===== config.mk =====
export PLATFORM = sky130hd
export DESIGN_NAME = e1_crc4_recalc
export DESIGN_NICKNAME = d
export VERILOG_FILES = /design/src/rtl/e1_crc4_pkg.sv /design/src/rtl/e1_mf_pos.sv /design/src/rtl/e1_crc4_diff.sv /design/src/rtl/e1_crc4_recalc.sv
export SDC_FILE = /design/constraint.sdc
export NUM_CORES = 1
export LEC_CHECK = 0
export ABC_AREA = 1
export BUFFER_PORTS_ARGS = -buffer_cell sky130_fd_sc_hd__buf_2
export CORE_ASPECT_RATIO = 0.6
export CORE_UTILIZATION = 50
export CTS_BUF_LIST = sky130_fd_sc_hd__clkbuf_8
export DETAILED_ROUTE_END_ITERATION = 6
export PLACE_DENSITY_LB_ADDON = 0.05
export SYNTH_ARGS = -nofsm -noshare
export SYNTH_HDL_FRONTEND = slang
export SYNTH_SLANG_ARGS = --single-unit

===== constraint.sdc =====
create_clock -name clk_i -period 5.8 [get_ports clk_i]
set_clock_uncertainty 0.15 [all_clocks]
set_input_delay 0 -clock clk_i [delete_from_list [all_inputs] [get_ports clk_i]]
set_output_delay 0 -clock clk_i [all_outputs]
set_load 0.01 [all_outputs]

===== src/rtl/e1_crc4_pkg.sv =====
package e1_crc4_pkg;
  localparam int FRAME_BITS = 256;
  localparam int FRAMES_MF  = 16;
  localparam int SMF_FRAMES = 8;
  localparam int CRC_W      = 4;
  localparam int SA_N       = 5;
  localparam int SA_FIRST   = 3;

  localparam int BIT_W     = $clog2(FRAME_BITS);
  localparam int FRM_W     = $clog2(FRAMES_MF);
  localparam int POS_W     = BIT_W + FRM_W;
  localparam int SMF_POS_W = BIT_W + $clog2(SMF_FRAMES);
  localparam int C_IDX_W   = $clog2(CRC_W);
  localparam int SA_IDX_W  = $clog2(SA_N);

  // x^4 + x + 1 without the leading term
  localparam logic [CRC_W-1:0] CRC_POLY = 4'b0011;

  function automatic logic [CRC_W-1:0] crc_step(logic [CRC_W-1:0] r, logic d);
    logic fb;
    fb = d ^ r[CRC_W-1];
    return {r[CRC_W-2:0], 1'b0} ^ (fb ? CRC_POLY : '0);
  endfunction
endpackage


===== src/rtl/e1_mf_pos.sv =====
module e1_mf_pos
  import e1_crc4_pkg::*;
(
  input  logic                clk_i,
  input  logic                rst_ni,
  input  logic                bit_en_i,
  input  logic                mf_sync_i,
  output logic                smf_start_o,
  output logic                smf_end_o,
  output logic                c_pos_o,
  output logic [C_IDX_W-1:0]  c_idx_o,
  output logic                sa_pos_o,
  output logic [SA_IDX_W-1:0] sa_idx_o
);
  logic [POS_W-1:0] pos_q, cur;
  logic [BIT_W-1:0] bit_n;
  logic [FRM_W-1:0] frm_n;

  assign cur   = mf_sync_i ? '0 : pos_q;
  assign bit_n = cur[BIT_W-1:0];
  assign frm_n = cur[POS_W-1:BIT_W];

  always_ff @(posedge clk_i or negedge rst_ni) begin
    if (!rst_ni)       pos_q <= '0;
    else if (bit_en_i) pos_q <= cur + POS_W'(1);
  end

  assign smf_start_o = (cur[SMF_POS_W-1:0] == '0);
  assign smf_end_o   = &cur[SMF_POS_W-1:0];
  assign c_pos_o     = !frm_n[0] && (bit_n == '0);
  assign c_idx_o     = frm_n[C_IDX_W:1];
  assign sa_pos_o    = frm_n[0] && (bit_n >= BIT_W'(SA_FIRST))
                       && (bit_n < BIT_W'(SA_FIRST + SA_N));
  assign sa_idx_o    = SA_IDX_W'(bit_n - BIT_W'(SA_FIRST));

  a_r3_wrap: assert property (@(posedge clk_i) disable iff (!rst_ni)
    bit_en_i && !mf_sync_i && (&pos_q) |=> pos_q == '0);
  a_r3_sync: assert property (@(posedge clk_i) disable iff (!rst_ni)
    bit_en_i && mf_sync_i |=> pos_q == POS_W'(1));
  a_r3_hold: assert property (@(posedge clk_i) disable iff (!rst_ni)
    !bit_en_i |=> $stable(pos_q));
endmodule


===== src/rtl/e1_crc4_diff.sv =====
module e1_crc4_diff
  import e1_crc4_pkg::*;
(
  input  logic             clk_i,
  input  logic             rst_ni,
  input  logic             bit_en_i,
  input  logic             smf_start_i,
  input  logic             smf_end_i,
  input  logic             diff_i,
  output logic [CRC_W-1:0] corr_o
);
  logic [CRC_W-1:0] crc_q, crc_base, crc_nx;

  assign crc_base = smf_start_i ? '0 : crc_q;
  assign crc_nx   = crc_step(crc_base, diff_i);

  always_ff @(posedge clk_i or negedge rst_ni) begin
    if (!rst_ni) begin
      crc_q  <= '0;
      corr_o <= '0;
    end else if (bit_en_i) begin
      crc_q <= crc_nx;
      if (smf_end_i) corr_o <= crc_nx;  // applied during the next half
    end
  end

  a_r6_corr_hold: assert property (@(posedge clk_i) disable iff (!rst_ni)
    !(bit_en_i && smf_end_i) |=> $stable(corr_o));
endmodule


===== src/rtl/e1_crc4_recalc.sv =====
module e1_crc4_recalc
  import e1_crc4_pkg::*;
(
  input  logic            clk_i,
  input  logic            rst_ni,
  input  logic            bit_en_i,
  input  logic            data_i,
  input  logic            mf_sync_i,
  input  logic            enable_i,
  input  logic            crc_ins_i,
  input  logic [SA_N-1:0] sa_val_i,
  input  logic [SA_N-1:0] sa_mask_i,
  output logic            data_o
);
  logic                smf_start, smf_end, c_pos, sa_pos, active, sa_repl;
  logic                out_bit, diff;
  logic [C_IDX_W-1:0]  c_idx;
  logic [SA_IDX_W-1:0] sa_idx;
  logic [CRC_W-1:0]    corr;

  e1_mf_pos u_pos (
    .clk_i       (clk_i),
    .rst_ni      (rst_ni),
    .bit_en_i    (bit_en_i),
    .mf_sync_i   (mf_sync_i),
    .smf_start_o (smf_start),
    .smf_end_o   (smf_end),
    .c_pos_o     (c_pos),
    .c_idx_o     (c_idx),
    .sa_pos_o    (sa_pos),
    .sa_idx_o    (sa_idx)
  );

  assign active  = enable_i & crc_ins_i;
  assign sa_repl = active && sa_pos && sa_mask_i[sa_idx];

  always_comb begin
    if (active && c_pos) out_bit = data_i ^ corr[~c_idx];  // C1 is the MSB
    else if (sa_repl)    out_bit = sa_val_i[sa_idx];
    else                 out_bit = data_i;
  end

  // only Sa changes feed the CRC; C positions count as zero
  assign diff = (active && sa_pos) ? (data_i ^ out_bit) : 1'b0;

  e1_crc4_diff u_crc (
    .clk_i       (clk_i),
    .rst_ni      (rst_ni),
    .bit_en_i    (bit_en_i),
    .smf_start_i (smf_start),
    .smf_end_i   (smf_end),
    .diff_i      (diff),
    .corr_o      (corr)
  );

  always_ff @(posedge clk_i or negedge rst_ni) begin
    if (!rst_ni)       data_o <= 1'b0;
    else if (bit_en_i) data_o <= out_bit;
  end

  a_r2_hold: assert property (@(posedge clk_i) disable iff (!rst_ni)
    !bit_en_i |=> $stable(data_o));
  a_r4_bypass: assert property (@(posedge clk_i) disable iff (!rst_ni)
    bit_en_i && !(enable_i && crc_ins_i) |=> data_o == $past(data_i));
  a_r5_sa_force: assert property (@(posedge clk_i) disable iff (!rst_ni)
    bit_en_i && enable_i && crc_ins_i && sa_pos && sa_mask_i[sa_idx]
    |=> data_o == $past(sa_val_i[sa_idx]));
  a_r8_pass: assert property (@(posedge clk_i) disable iff (!rst_ni)
    bit_en_i && !sa_pos && !c_pos |=> data_o == $past(data_i));
endmodule


==> run metrics <==
RSZ-0062 raised after global routing no; average wire per standard cell 13.1 um; peak fanout along the critical path 6; Post-DRT Antenna Nets 0; Worst path slowest cell dfrtp_1; R2R cell count 17; max-cap check violation count 0; final setup margin 3230 ps; Post-DP HPWL 2.37 mm; Total Neg Setup Slack 0 ps; drt pass-1 iters 4; number of global-route vias before repair 1111; sink of the worst hold path data_o; Overflow after GRT 0; synthesized flop and latch total 20; Row Count 13; Yosys top cell by area dfrtp_1; Final Max Slew Viols 0; I/O Buffers 17; htree depth 1; n_diodes 0; CP top delay family simple AND/OR/NAND/NOR gates; Ys Warns 0; Power Density 193 nW/um2; status finished clean; Initial DRC Count 126; TritonCTS clock tree done; synthesized net count 207; DRC viols 0; Final #Nets 228; Synth cell types 25; share of post-route cells with drive strength above 1 15.9%; worst skew pair latency 250 ps; Routed WL 3.10 mm; initial antenna violation count 0; fmax 0.389 GHz; total setup buffers inserted after CTS 0; critical path class flip-flop to flip-flop; crit-path most repeated cell nand2_1; leakage 0.000757 uW; Comb power frac 17.6%; Clk pwr share 31.3%; RR Startpoint u_pos.pos_q[0]; most common cell after layout, fill and taps aside nand2_1; Worst R2R Setup Slack 3230 ps; Die H 41.7 um; Sequential Power Share 51.1%; Total Power 285 uW; gr usage total 23.3%; Relative slew margins 68.1%; Buf+Inv Stages, Crit Path 2; post-route insts no fill 237; Placed Instances 232; global-route wire length before repair 5.00 mm; Placer Congestion 0.899; Ports 18; Crit path largest cell delay 450 ps; sequential share of the synthesized area 38.0%; Post-Syn Area 1320 um2; hold path depth 4; largest net degree at the start of global routing 21; area grow syn2layout 12.5%; post-layout min period 2570 ps; CTS Root Cell clkbuf_8; Die Area 2850 um2; Hold Startpoint data_i; synthesized area per cell 7.00 um2; Hold Crit Class input port to flip-flop; CP cell instances nand2_2 > inv_2 > ha_1 > inv_1 > nand2_1 > nor2_1 > nor2_1 > nor2_1 > nand3_1 > nand3_1 > nand2_1 > nand2_1 > nand4_1 > nand2_2 > nand2_1 > nand3_1 > nand2_1; worst slack at placement 3290 ps; Max Buffers Root-to-Sink 2; Post-Syn Instances 188; required time worst endpoint 5800 ps; TritonCTS buffer count 3; Clock Sink Count 20; Sw Ratio 27.5%; Startpoint Class flip-flop; Synth top area share 38.0%; largest cells by area after synthesis dfrtp_1 (38%), nand2_1 (17%), nand3_1 (8.4%), inv_1 (7.4%), nand4_1 (3.8%); Arrival @ worst endpoint 2570 ps; Internal 207 uW; final hold vios 0; hold slack 64.8 ps; chip width 68.2 um; Net Switching 78.5 uW; Starting Density 56.6%; VDD IR max 0.107 mV; Final Cycle Share 44.3%; Vias/cell 5.37; Post-CTS Resized 0; Final Setup Violations 0; Reg clk slew, reported paths 70 ps; most frequent cells in the layout nand2_1 (58), inv_1 (26), nand3_1 (22); Core ar. 2330 um2; Via Count 1273; Least-Margin Pin Slew 478 ps; reg-to-reg critical path endpoint u_crc.crc_q[1]; Crit. End Element flip-flop
layer usage:
metal  wire [um]  track usage (%)  vias up  share of wire, %
li1            -                -      642                 -
met1        1600             35.3      587                52
met2        1270             33.9       42                41
met3         218             6.32        2               7.0
met4           8             2.08        0              0.26
met5           0                0        -                 0
worst max-delay path by stage:
stage                   startpoint              to  slack (ps)  cells past startpoint
floorplan           u_pos.pos_q[0]  u_crc.crc_q[1]        3590                     17
global placement    u_pos.pos_q[0]  u_crc.crc_q[1]        3480                     17
detailed placement  u_pos.pos_q[0]  u_crc.crc_q[1]        3290                     17
CTS                 u_pos.pos_q[0]  u_crc.crc_q[1]        3270                     17
global route        u_pos.pos_q[0]  u_crc.crc_q[1]        3010                     17
finish              u_pos.pos_q[0]  u_crc.crc_q[1]        3230                     17
final cells by class:
class / instances / area (um2)
clock buffers: 3 / 41.3
multi-input cells: 136 / 688
repair buffers: 19 / 105
fillers: 230 / 845
well taps: 30 / 37.5
flip-flops and latches: 20 / 500
inverters: 29 / 109
per-stage QoR:
stage	util [%]	cell area (um2)
final	63.7	1480
after floorplan	-	1320
after global placement	61.1	1420
after CTS	63.7	1480
after global routing	63.7	1480
after detailed placement	61.1	1420
registers in the layout, indices dropped and copies added (netlist names):
| name | flops |
|---|---|
| u_crc.crc_q | 4 |
| u_pos.pos_q | 11 |
| u_crc.corr_o | 4 |
| data_o | 1 |
logic make-up after synthesis:
family,synth area share (%)
AND/OR/NAND/NOR,38.4
buffers and inverters,9.70
flip-flops,38.0
AO/OA/AOI/OAI,7.98
XOR/XNOR,3.99
adder cells (fa/ha/maj),1.90
synthesized netlist by cell type (all sizes together):
master	instances
a21oi	3
a31oi	2
buf	1
clkbuf	2
dfrtp	20
ha	2
inv	29
nand2	62
nand3	22
nand3b	2
nand4	8
nor2	12
nor3	3
o211ai	1
o21ai	12
o22ai	1
xnor2	3
xor2	3
worst reg2reg max path, delay by kind of cell (launching register included):
family	cells	cell delay, ps
and+or+nand+nor	14	1280
DFF	1	450
adders and majority gates	1	360
buffers and inverters	2	240
power by group through the flow:
stage                     registers (uW)  clock network (uW)  logic [uW]
after global placement               148                   0        46.7
final                                146                89.4        50.2
after CTS                            146                93.5        49.8
after global routing                 146                97.2        56.2
after floorplan                      148                   0        31.3
after detailed placement             148                   0        48.4
what timing repair did:
item,in CTS,in global routing
endpoints found under the hold margin,23,0
hold buffers,2,0
endpoints found under the setup margin,0,0
(Power assumes the default switching activity.)
